===== src/rtl/mesi_pkg.sv =====
package mesi_pkg;
   typedef enum logic [1:0] {
      ST_I = 2'd0,
      ST_S = 2'd1,
      ST_E = 2'd2,
      ST_M = 2'd3
   } line_st_e;
endpackage


===== src/rtl/mesi_snoop_unit.sv =====
module mesi_snoop_unit
   import mesi_pkg::*;
(
   input  line_st_e cur,
   input  logic     snp_valid,
   input  logic     snp_write,
   input  logic     snp_hit,
   output line_st_e nxt,
   output logic     upd,
   output logic     resp,
   output logic     copyback
);
   logic act;

   // a snoop only matters when the tag matches a loaded line
   assign act      = snp_valid && snp_hit && (cur != ST_I);
   assign upd      = act;
   assign resp     = act;
   assign copyback = act && !snp_write && (cur == ST_M);

   always_comb begin
      nxt = cur;
      if (act) nxt = snp_write ? ST_I : ST_S;
   end
endmodule


===== src/rtl/mesi_local_unit.sv =====
module mesi_local_unit
   import mesi_pkg::*;
(
   input  line_st_e st,
   input  logic     req_valid,
   input  logic     req_write,
   input  logic     req_hit,
   input  logic     shared_in,
   output line_st_e nxt,
   output logic     upd,
   output logic     mem_wr,
   output logic     evict_wb
);
   logic hit_eff;

   // a tag match on an Invalid line is still a miss
   assign hit_eff = req_hit && (st != ST_I);

   always_comb begin
      nxt      = st;
      upd      = 1'b0;
      mem_wr   = 1'b0;
      evict_wb = 1'b0;
      if (req_valid) begin
         if (!req_write) begin
            if (!hit_eff) begin
               upd      = 1'b1;
               nxt      = shared_in ? ST_S : ST_E;
               evict_wb = (st == ST_M);
            end
         end else if (hit_eff) begin
            upd = 1'b1;
            if (st == ST_S) begin
               mem_wr = 1'b1;
               nxt    = ST_E;
            end else begin
               nxt = ST_M;
            end
         end else begin
            mem_wr = 1'b1;
         end
      end
   end
endmodule


===== src/rtl/mesi_line_ctrl.sv =====
module mesi_line_ctrl
   import mesi_pkg::*;
#(
   parameter int NUM_LINES   = 16,
   parameter bit ASYNC_RESET = 1'b1,
   localparam int IDX_W      = $clog2(NUM_LINES)
)(
   input  logic             clk,
   input  logic             rst_n,
   input  logic             lreq_valid,
   input  logic             lreq_write,
   input  logic [IDX_W-1:0] lreq_idx,
   input  logic             lreq_hit,
   input  logic             shared_in,
   input  logic             snp_valid,
   input  logic             snp_write,
   input  logic [IDX_W-1:0] snp_idx,
   input  logic             snp_hit,
   output logic [1:0]       cur_state,
   output logic             mem_wr,
   output logic             evict_wb,
   output logic             copyback,
   output logic             snp_shared
);
   if (NUM_LINES < 2 || (NUM_LINES & (NUM_LINES - 1)) != 0) begin : g_bad_lines
      $error("mesi_line_ctrl: NUM_LINES must be a power of two of at least 2");
   end

   line_st_e                 st_q [NUM_LINES];
   logic [2*NUM_LINES-1:0]   line_flat;
   line_st_e                 snp_cur, snp_nxt, lcl_raw, lcl_cur, lcl_nxt;
   logic                     snp_upd, lcl_upd, same_line;

   assign snp_cur = st_q[snp_idx];
   assign lcl_raw = st_q[lreq_idx];

   mesi_snoop_unit u_snoop (
      .cur       (snp_cur),
      .snp_valid (snp_valid),
      .snp_write (snp_write),
      .snp_hit   (snp_hit),
      .nxt       (snp_nxt),
      .upd       (snp_upd),
      .resp      (snp_shared),
      .copyback  (copyback)
   );

   // the snoop goes first: the local side sees the state the snoop leaves
   assign same_line = snp_upd && (snp_idx == lreq_idx);
   assign lcl_cur   = same_line ? snp_nxt : lcl_raw;
   assign cur_state = lcl_cur;

   mesi_local_unit u_local (
      .st        (lcl_cur),
      .req_valid (lreq_valid),
      .req_write (lreq_write),
      .req_hit   (lreq_hit),
      .shared_in (shared_in),
      .nxt       (lcl_nxt),
      .upd       (lcl_upd),
      .mem_wr    (mem_wr),
      .evict_wb  (evict_wb)
   );

   for (genvar i = 0; i < NUM_LINES; i++) begin : g_line
      line_st_e d;
      always_comb begin
         if (lcl_upd && lreq_idx == IDX_W'(i))      d = lcl_nxt;
         else if (snp_upd && snp_idx == IDX_W'(i))  d = snp_nxt;
         else                                       d = st_q[i];
      end

      if (ASYNC_RESET) begin : g_async
         always_ff @(posedge clk or negedge rst_n) begin
            if (!rst_n) st_q[i] <= ST_I;
            else        st_q[i] <= d;
         end
      end else begin : g_sync
         always_ff @(posedge clk) begin
            if (!rst_n) st_q[i] <= ST_I;
            else        st_q[i] <= d;
         end
      end

      assign line_flat[2*i +: 2] = st_q[i];
   end
endmodule


===== config.mk =====
export PLATFORM = sky130hd
export DESIGN_NAME = mesi_line_ctrl
export DESIGN_NICKNAME = d
export VERILOG_FILES = /design/src/rtl/mesi_pkg.sv /design/src/rtl/mesi_snoop_unit.sv /design/src/rtl/mesi_local_unit.sv /design/src/rtl/mesi_line_ctrl.sv
export SDC_FILE = /design/constraint.sdc
export NUM_CORES = 1
export LEC_CHECK = 0
export BUFFER_PORTS_ARGS = -buffer_cell sky130_fd_sc_hd__clkbuf_2
export CORE_ASPECT_RATIO = 0.75
export CORE_MARGIN = 4
export CORE_UTILIZATION = 40
export DETAILED_ROUTE_END_ITERATION = 6
export SYNTH_ARGS = -nofsm -noshare
export SYNTH_HDL_FRONTEND = slang
export SYNTH_SLANG_ARGS = --single-unit
export TNS_END_PERCENT = 50

===== constraint.sdc =====
create_clock -name clk -period 5.2 [get_ports clk]
set_input_delay 0.78 -clock clk [delete_from_list [all_inputs] [get_ports clk]]
set_output_delay 0.78 -clock clk [all_outputs]
set_load 0.03 [all_outputs]

== Word-level counts from Yosys, hierarchy flattened ==
Cells that the tools add are included.
Storage, ports and cells
  logic and storage cells: 171
  bits of input ports: 17
  register bits after elaboration: 32
  output and inout bits: 6
Cells by class
  equal/unequal tests: 34
  bitwise gates (word level): 2
  magnitude comparators: 2
  mux-type cells: 58
  reductions and logical operators: 59
Operators with widths (number)
  2-to-1 mux 2 bit: 43
  == test 4 bit, second input constant: 16
  logical AND 1 bit: 38
  nonzero test 2 bit: 18
  == test 4 x 3 -> 1 bit, second input constant: 8
  binary-select mux 2 bit (select 4 bit): 2
  == test 4 x 2 -> 1 bit, second input constant: 4
  2-to-1 mux 1 bit: 13
  >= comparator 5 bit, second input constant: 2
  NOT 4 -> 5 bit: 2
  == test 4 x 1 -> 1 bit, second input constant: 2
  logical NOT 4 bit: 2
  == test 2 bit, second input constant: 2
  == test 4 bit: 1
  == test 2 x 1 -> 1 bit, second input constant: 1
  logical NOT 1 bit: 1

== Longest topological paths before layout ==
  word-level depth: 15
  gate-level depth with buffers: 10
  gate-level depth less buffers: 7

== Hierarchy ==
A second synthesis with hierarchy kept.
Unflattened totals
  cells, all modules: 249
  area, all modules: 2464.9 µm²
Modules (own cells, without submodules)
  mesi_line_ctrl: area each 2308.5 µm², seq. area each 800.8 µm², cells an instance 225, instances 1
  mesi_local_unit: area each 108.9 µm², seq. area each 0.0 µm², cells an instance 17, instances 1
  mesi_snoop_unit: area each 47.5 µm², seq. area each 0.0 µm², cells an instance 7, instances 1

== Least setup slack after synthesis ==
OpenSTA, ideal clock, no wires.
  path type: input to output
  from: in snp_idx[0]
  to: out evict_wb
  required time: 4420 ps
  data arrival time: 2986 ps
  stages: 7
  path slack: 1434 ps
  path buffers: 1
  cell sequence: buf_6 > mux4_2 > a22o_1 > nor2_4 > a21oi_2 > o21ai_1 > and4b_1
On the way
  cells in the longest elaborated chain, start to end: 13
  elaborated cells on any way between the ends: 16
  classes of those cells: eq/ne (2); mux (8); bitwise (1); reduce/logical (5)
RTL lines
  start, declared: RTL line mesi_line_ctrl.sv:17  | input logic [IDX_W-1:0] snp_idx,
  NOT 4 -> 5 bit (not written as such): RTL line mesi_line_ctrl.sv:34  | assign snp_cur = st_q[snp_idx];
  binary-select mux 2 bit (select 4 bit): RTL line mesi_line_ctrl.sv:34
  2-to-1 mux 2 bit (not written as such) (2 in series): RTL line mesi_line_ctrl.sv:34
  nonzero test 2 bit: RTL line mesi_snoop_unit.sv:16  | assign act = snp_valid && snp_hit && (cur != ST_I);
  logical AND 1 bit: RTL line mesi_snoop_unit.sv:16
  2-to-1 mux 2 bit or logical AND 1 bit (tied branches): RTL line mesi_snoop_unit.sv:23, mesi_line_ctrl.sv:49
  2-to-1 mux 2 bit (*): RTL line mesi_line_ctrl.sv:50  | assign lcl_cur = same_line ? snp_nxt : lcl_raw;
  named net cur_state[0]: RTL line mesi_line_ctrl.sv:19  | output logic [1:0] cur_state,
  nonzero test 2 bit: RTL line mesi_local_unit.sv:17  | assign hit_eff = req_hit && (st != ST_I);
  logical AND 1 bit: RTL line mesi_local_unit.sv:17
  2-to-1 mux 1 bit (*): RTL line mesi_local_unit.sv:26  | if (!hit_eff) begin
  2-to-1 mux 1 bit (*): RTL line mesi_local_unit.sv:25  | if (!req_write) begin
  2-to-1 mux 1 bit (*): RTL line mesi_local_unit.sv:24  | if (req_valid) begin
  end, declared: RTL line mesi_line_ctrl.sv:21  | output logic evict_wb,
Mark *: on every way through the listed nets, which the timed path passes. The rest lies on a longest branch. The select of a mux whose other input is x is not followed.

== Worst setup path in the final report ==
  from: in snp_idx[0]
  to: out evict_wb
On the way
  cells in the longest elaborated chain, start to end: 13
  elaborated cells on any way between the ends: 16
  classes of those cells: eq/ne (2); mux (8); bitwise (1); reduce/logical (5)
RTL lines (RTL line)
  NOT 4 -> 5 bit (not written as such): mesi_line_ctrl.sv:34
  binary-select mux 2 bit (select 4 bit): mesi_line_ctrl.sv:34
  2-to-1 mux 2 bit (not written as such) (2 in series): mesi_line_ctrl.sv:34
  nonzero test 2 bit: mesi_snoop_unit.sv:16
  logical AND 1 bit: mesi_snoop_unit.sv:16
  2-to-1 mux 2 bit or logical AND 1 bit (tied branches): mesi_snoop_unit.sv:23, mesi_line_ctrl.sv:49
  2-to-1 mux 2 bit (*): mesi_line_ctrl.sv:50
  nonzero test 2 bit: mesi_local_unit.sv:17
  logical AND 1 bit: mesi_local_unit.sv:17
  2-to-1 mux 1 bit (*): mesi_local_unit.sv:26
  2-to-1 mux 1 bit (*): mesi_local_unit.sv:25
  2-to-1 mux 1 bit (*): mesi_local_unit.sv:24
Every way passes the cells marked *; elsewhere a longest branch is shown, timed or not. The select of a mux whose other input is x is not followed.

==> results.json <==
{
  "status": "complete, no violations",
  "gp_congestion": 0.830,
  "std_cell_rows": 26,
  "fin_hold_ws_ps": 557,
  "p_comb_share_pct": 35.7,
  "tritoncts": "built",
  "fmax_mhz": 262,
  "worstPathMaxFanout": 16,
  "worstPathRequired_ps": 4420,
  "synth_top_cell_area_share_pct": 28.6,
  "fin_crit_ps": 3810,
  "tightest_slew_ps": 921,
  "cts_max_level": 2,
  "synth_cell_types": 46,
  "slew_viol_final": 0,
  "fin_ws_ps": 1390,
  "clkPwrFrac_pct": 23.2,
  "synth_area_leader_cell": "dfrtp_1",
  "nets": 309,
  "clockBufferDepth": 2,
  "dpl_cell_area_um2": 2900,
  "p_leak_nw": 1.32,
  "power_density_nw_per_um2": 277,
  "ios": 23,
  "fin_crit_sh_pct": 73.4,
  "n_antenna_cell": 0,
  "r2r_slack_ps": 2350,
  "die_h_um": 80.5,
  "overflow": 0,
  "synthesis.nets": 298,
  "drt_first_pass_iters": 5,
  "yosysSeqAreaShare_pct": 28.6,
  "clock_latency_ps": 290,
  "start_util_pct": 41.2,
  "place_ws_ps": 1370,
  "yosys-top-cells-count": "mux2i_1, dfrtp_1, nand2_1, nand3_1, mux4_2",
  "avgViaCountPerCell": 6.31,
  "ys.flop_type": "dfrtp_1",
  "swShare_pct": 37.6,
  "timing.rr.start": "line_flat[22]",
  "portBuffers": 22,
  "area_growth_pct": 6.16,
  "grt_pass1_vias": 2337,
  "dp_hpwl_um": 5430,
  "p_int_mw": 0.515,
  "die-area_um2": 8430,
  "power.net_switching_mw": 0.310,
  "slew_headroom_pct": 38.5,
  "drt_iter0_markers": 274,
  "die_w_um": 105,
  "track_usage_pct": 19.0,
  "hold_class": "primary input to asynchronous set/reset pin",
  "largest_reg_flops": 32,
  "vias": 2373,
  "yosys-top-cells-area": "dfrtp_1, mux2i_1, mux4_2",
  "grt_pass1_wl_um": 12700,
  "ys_ff_latch": 32,
  "cts.sinks": 32,
  "reg2reg_depth": 7,
  "hold_buffers": 0,
  "setup_violations": 0,
  "path_clk_slew_ps": 80,
  "cp_data_arrival_time_ps": 3030,
  "fin_skew_ps": 8.98,
  "yosysMostFrequentCell": "mux2i_1",
  "dp_cells": 369,
  "drive_gt1_share_pct": 21.9,
  "rsz0062_at_grt": "false",
  "ir_drop_v": 0.0000958,
  "criticalPathCategory": "primary input to output port",
  "finalHoldViolations": 0,
  "r2r_end": "line_flat[29]",
  "fin_util_pct": 43.8,
  "design_area_um2": 2980,
  "syn-instance-count": 281,
  "sequentialPowerShare_pct": 41.2,
  "remaining_drc_errors": 0,
  "critPathLaunchType": "primary input",
  "wirelength_um": 7490,
  "avgRoutedWirePerCell_um": 19.9,
  "post_cts_buffers": 0,
  "core_area_um2": 6800,
  "antenna_left": 0,
  "end_kind": "output port",
  "max_cap_viol_count": 0,
  "synth_warnings": 0,
  "synthArstFlopShare_pct": 100,
  "cts_buffers": 5,
  "grt_max_degree": 33,
  "synth-edff-count": 0,
  "power_mw": 0.824,
  "postSynthAreaPerCell_um2": 9.98,
  "cts.repair.resized": 0,
  "tns_ps": 0,
  "stdcell_count": 376,
  "antenna_found_initial": 0,
  "cts_root_buf": "clkbuf_8",
  "synth_area_um2": 2800
}
-- critical path, cell delays in order --
cell,delay [ps]
clkbuf_2,380
mux4_2,570
a22o_1,290
nor2_4,190
a21oi_2,130
o21ai_1,250
and4b_1,230
clkbuf_2,200
-- metal layers --
| layer | track usage [%] | up-vias | wire [um] |
|---|---|---|---|
| li1 | - | 1063 | - |
| met1 | 28.0 | 1163 | 3530 |
| met2 | 28.8 | 138 | 3130 |
| met3 | 4.10 | 9 | 773 |
| met4 | 3.54 | 0 | 54 |
| met5 | 0 | - | 0 |
-- cell type report --
cell class | instances | area [um^2]
clock buffer | 6 | 72.6
clock inverter | 1 | 5.00
fill | 655 | 3820
inverter | 4 | 15.0
multi-input combinational | 224 | 1850
sequential | 32 | 801
tap | 84 | 105
timing repair buffer | 25 | 133
-- cells by family (layout without fill, tap and decap cells) --
group / after synthesis / in the layout / synth area share [%]
AO/OA/AOI/OAI: 23 / 23 / 7.10
XOR/XNOR: 4 / 4 / 1.25
buffers and inverters: 25 / 36 / 5.62
flip-flops: 32 / 32 / 28.6
multiplexers: 80 / 80 / 36.5
AND/OR/NAND/NOR: 117 / 117 / 20.9
-- worst max-delay path by stage --
stage | from | end | slack (ps) | cells after the start
after global routing | snp_idx[0] | evict_wb | 1230 | 8
after CTS | snp_idx[0] | evict_wb | 1370 | 8
after global placement | snp_idx[0] | evict_wb | 1370 | 8
final | snp_idx[0] | evict_wb | 1390 | 8
after detailed placement | snp_idx[0] | evict_wb | 1370 | 8
after floorplan | snp_idx[0] | evict_wb | 1430 | 7
-- layout by cell type, fill, tap and decap left out, types with 3 or more instances in the layout --
master / instances
nor2b_1: 8
inv_1: 4
nand4_1: 7
nor2_1: 15
a21oi_1: 3
xor2_1: 4
mux2i_2: 6
nor3_1: 11
or2_2: 3
buf_4: 3
mux2i_1: 57
nand3_1: 27
dfrtp_1: 32
clkbuf_8: 5
nand2b_1: 4
clkbuf_2: 22
a22oi_1: 3
mux4_2: 16
nand2_1: 32
-- power by group through the flow --
stage	clock (mW)	combinational (mW)	sequential, mW
after floorplan	0	0.235	0.325
after global placement	0	0.290	0.342
after detailed placement	0	0.293	0.343
after CTS	0.191	0.294	0.338
after global routing	0.202	0.321	0.346
final	0.191	0.294	0.339
Note: power is estimated with default switching activity, not from simulation.
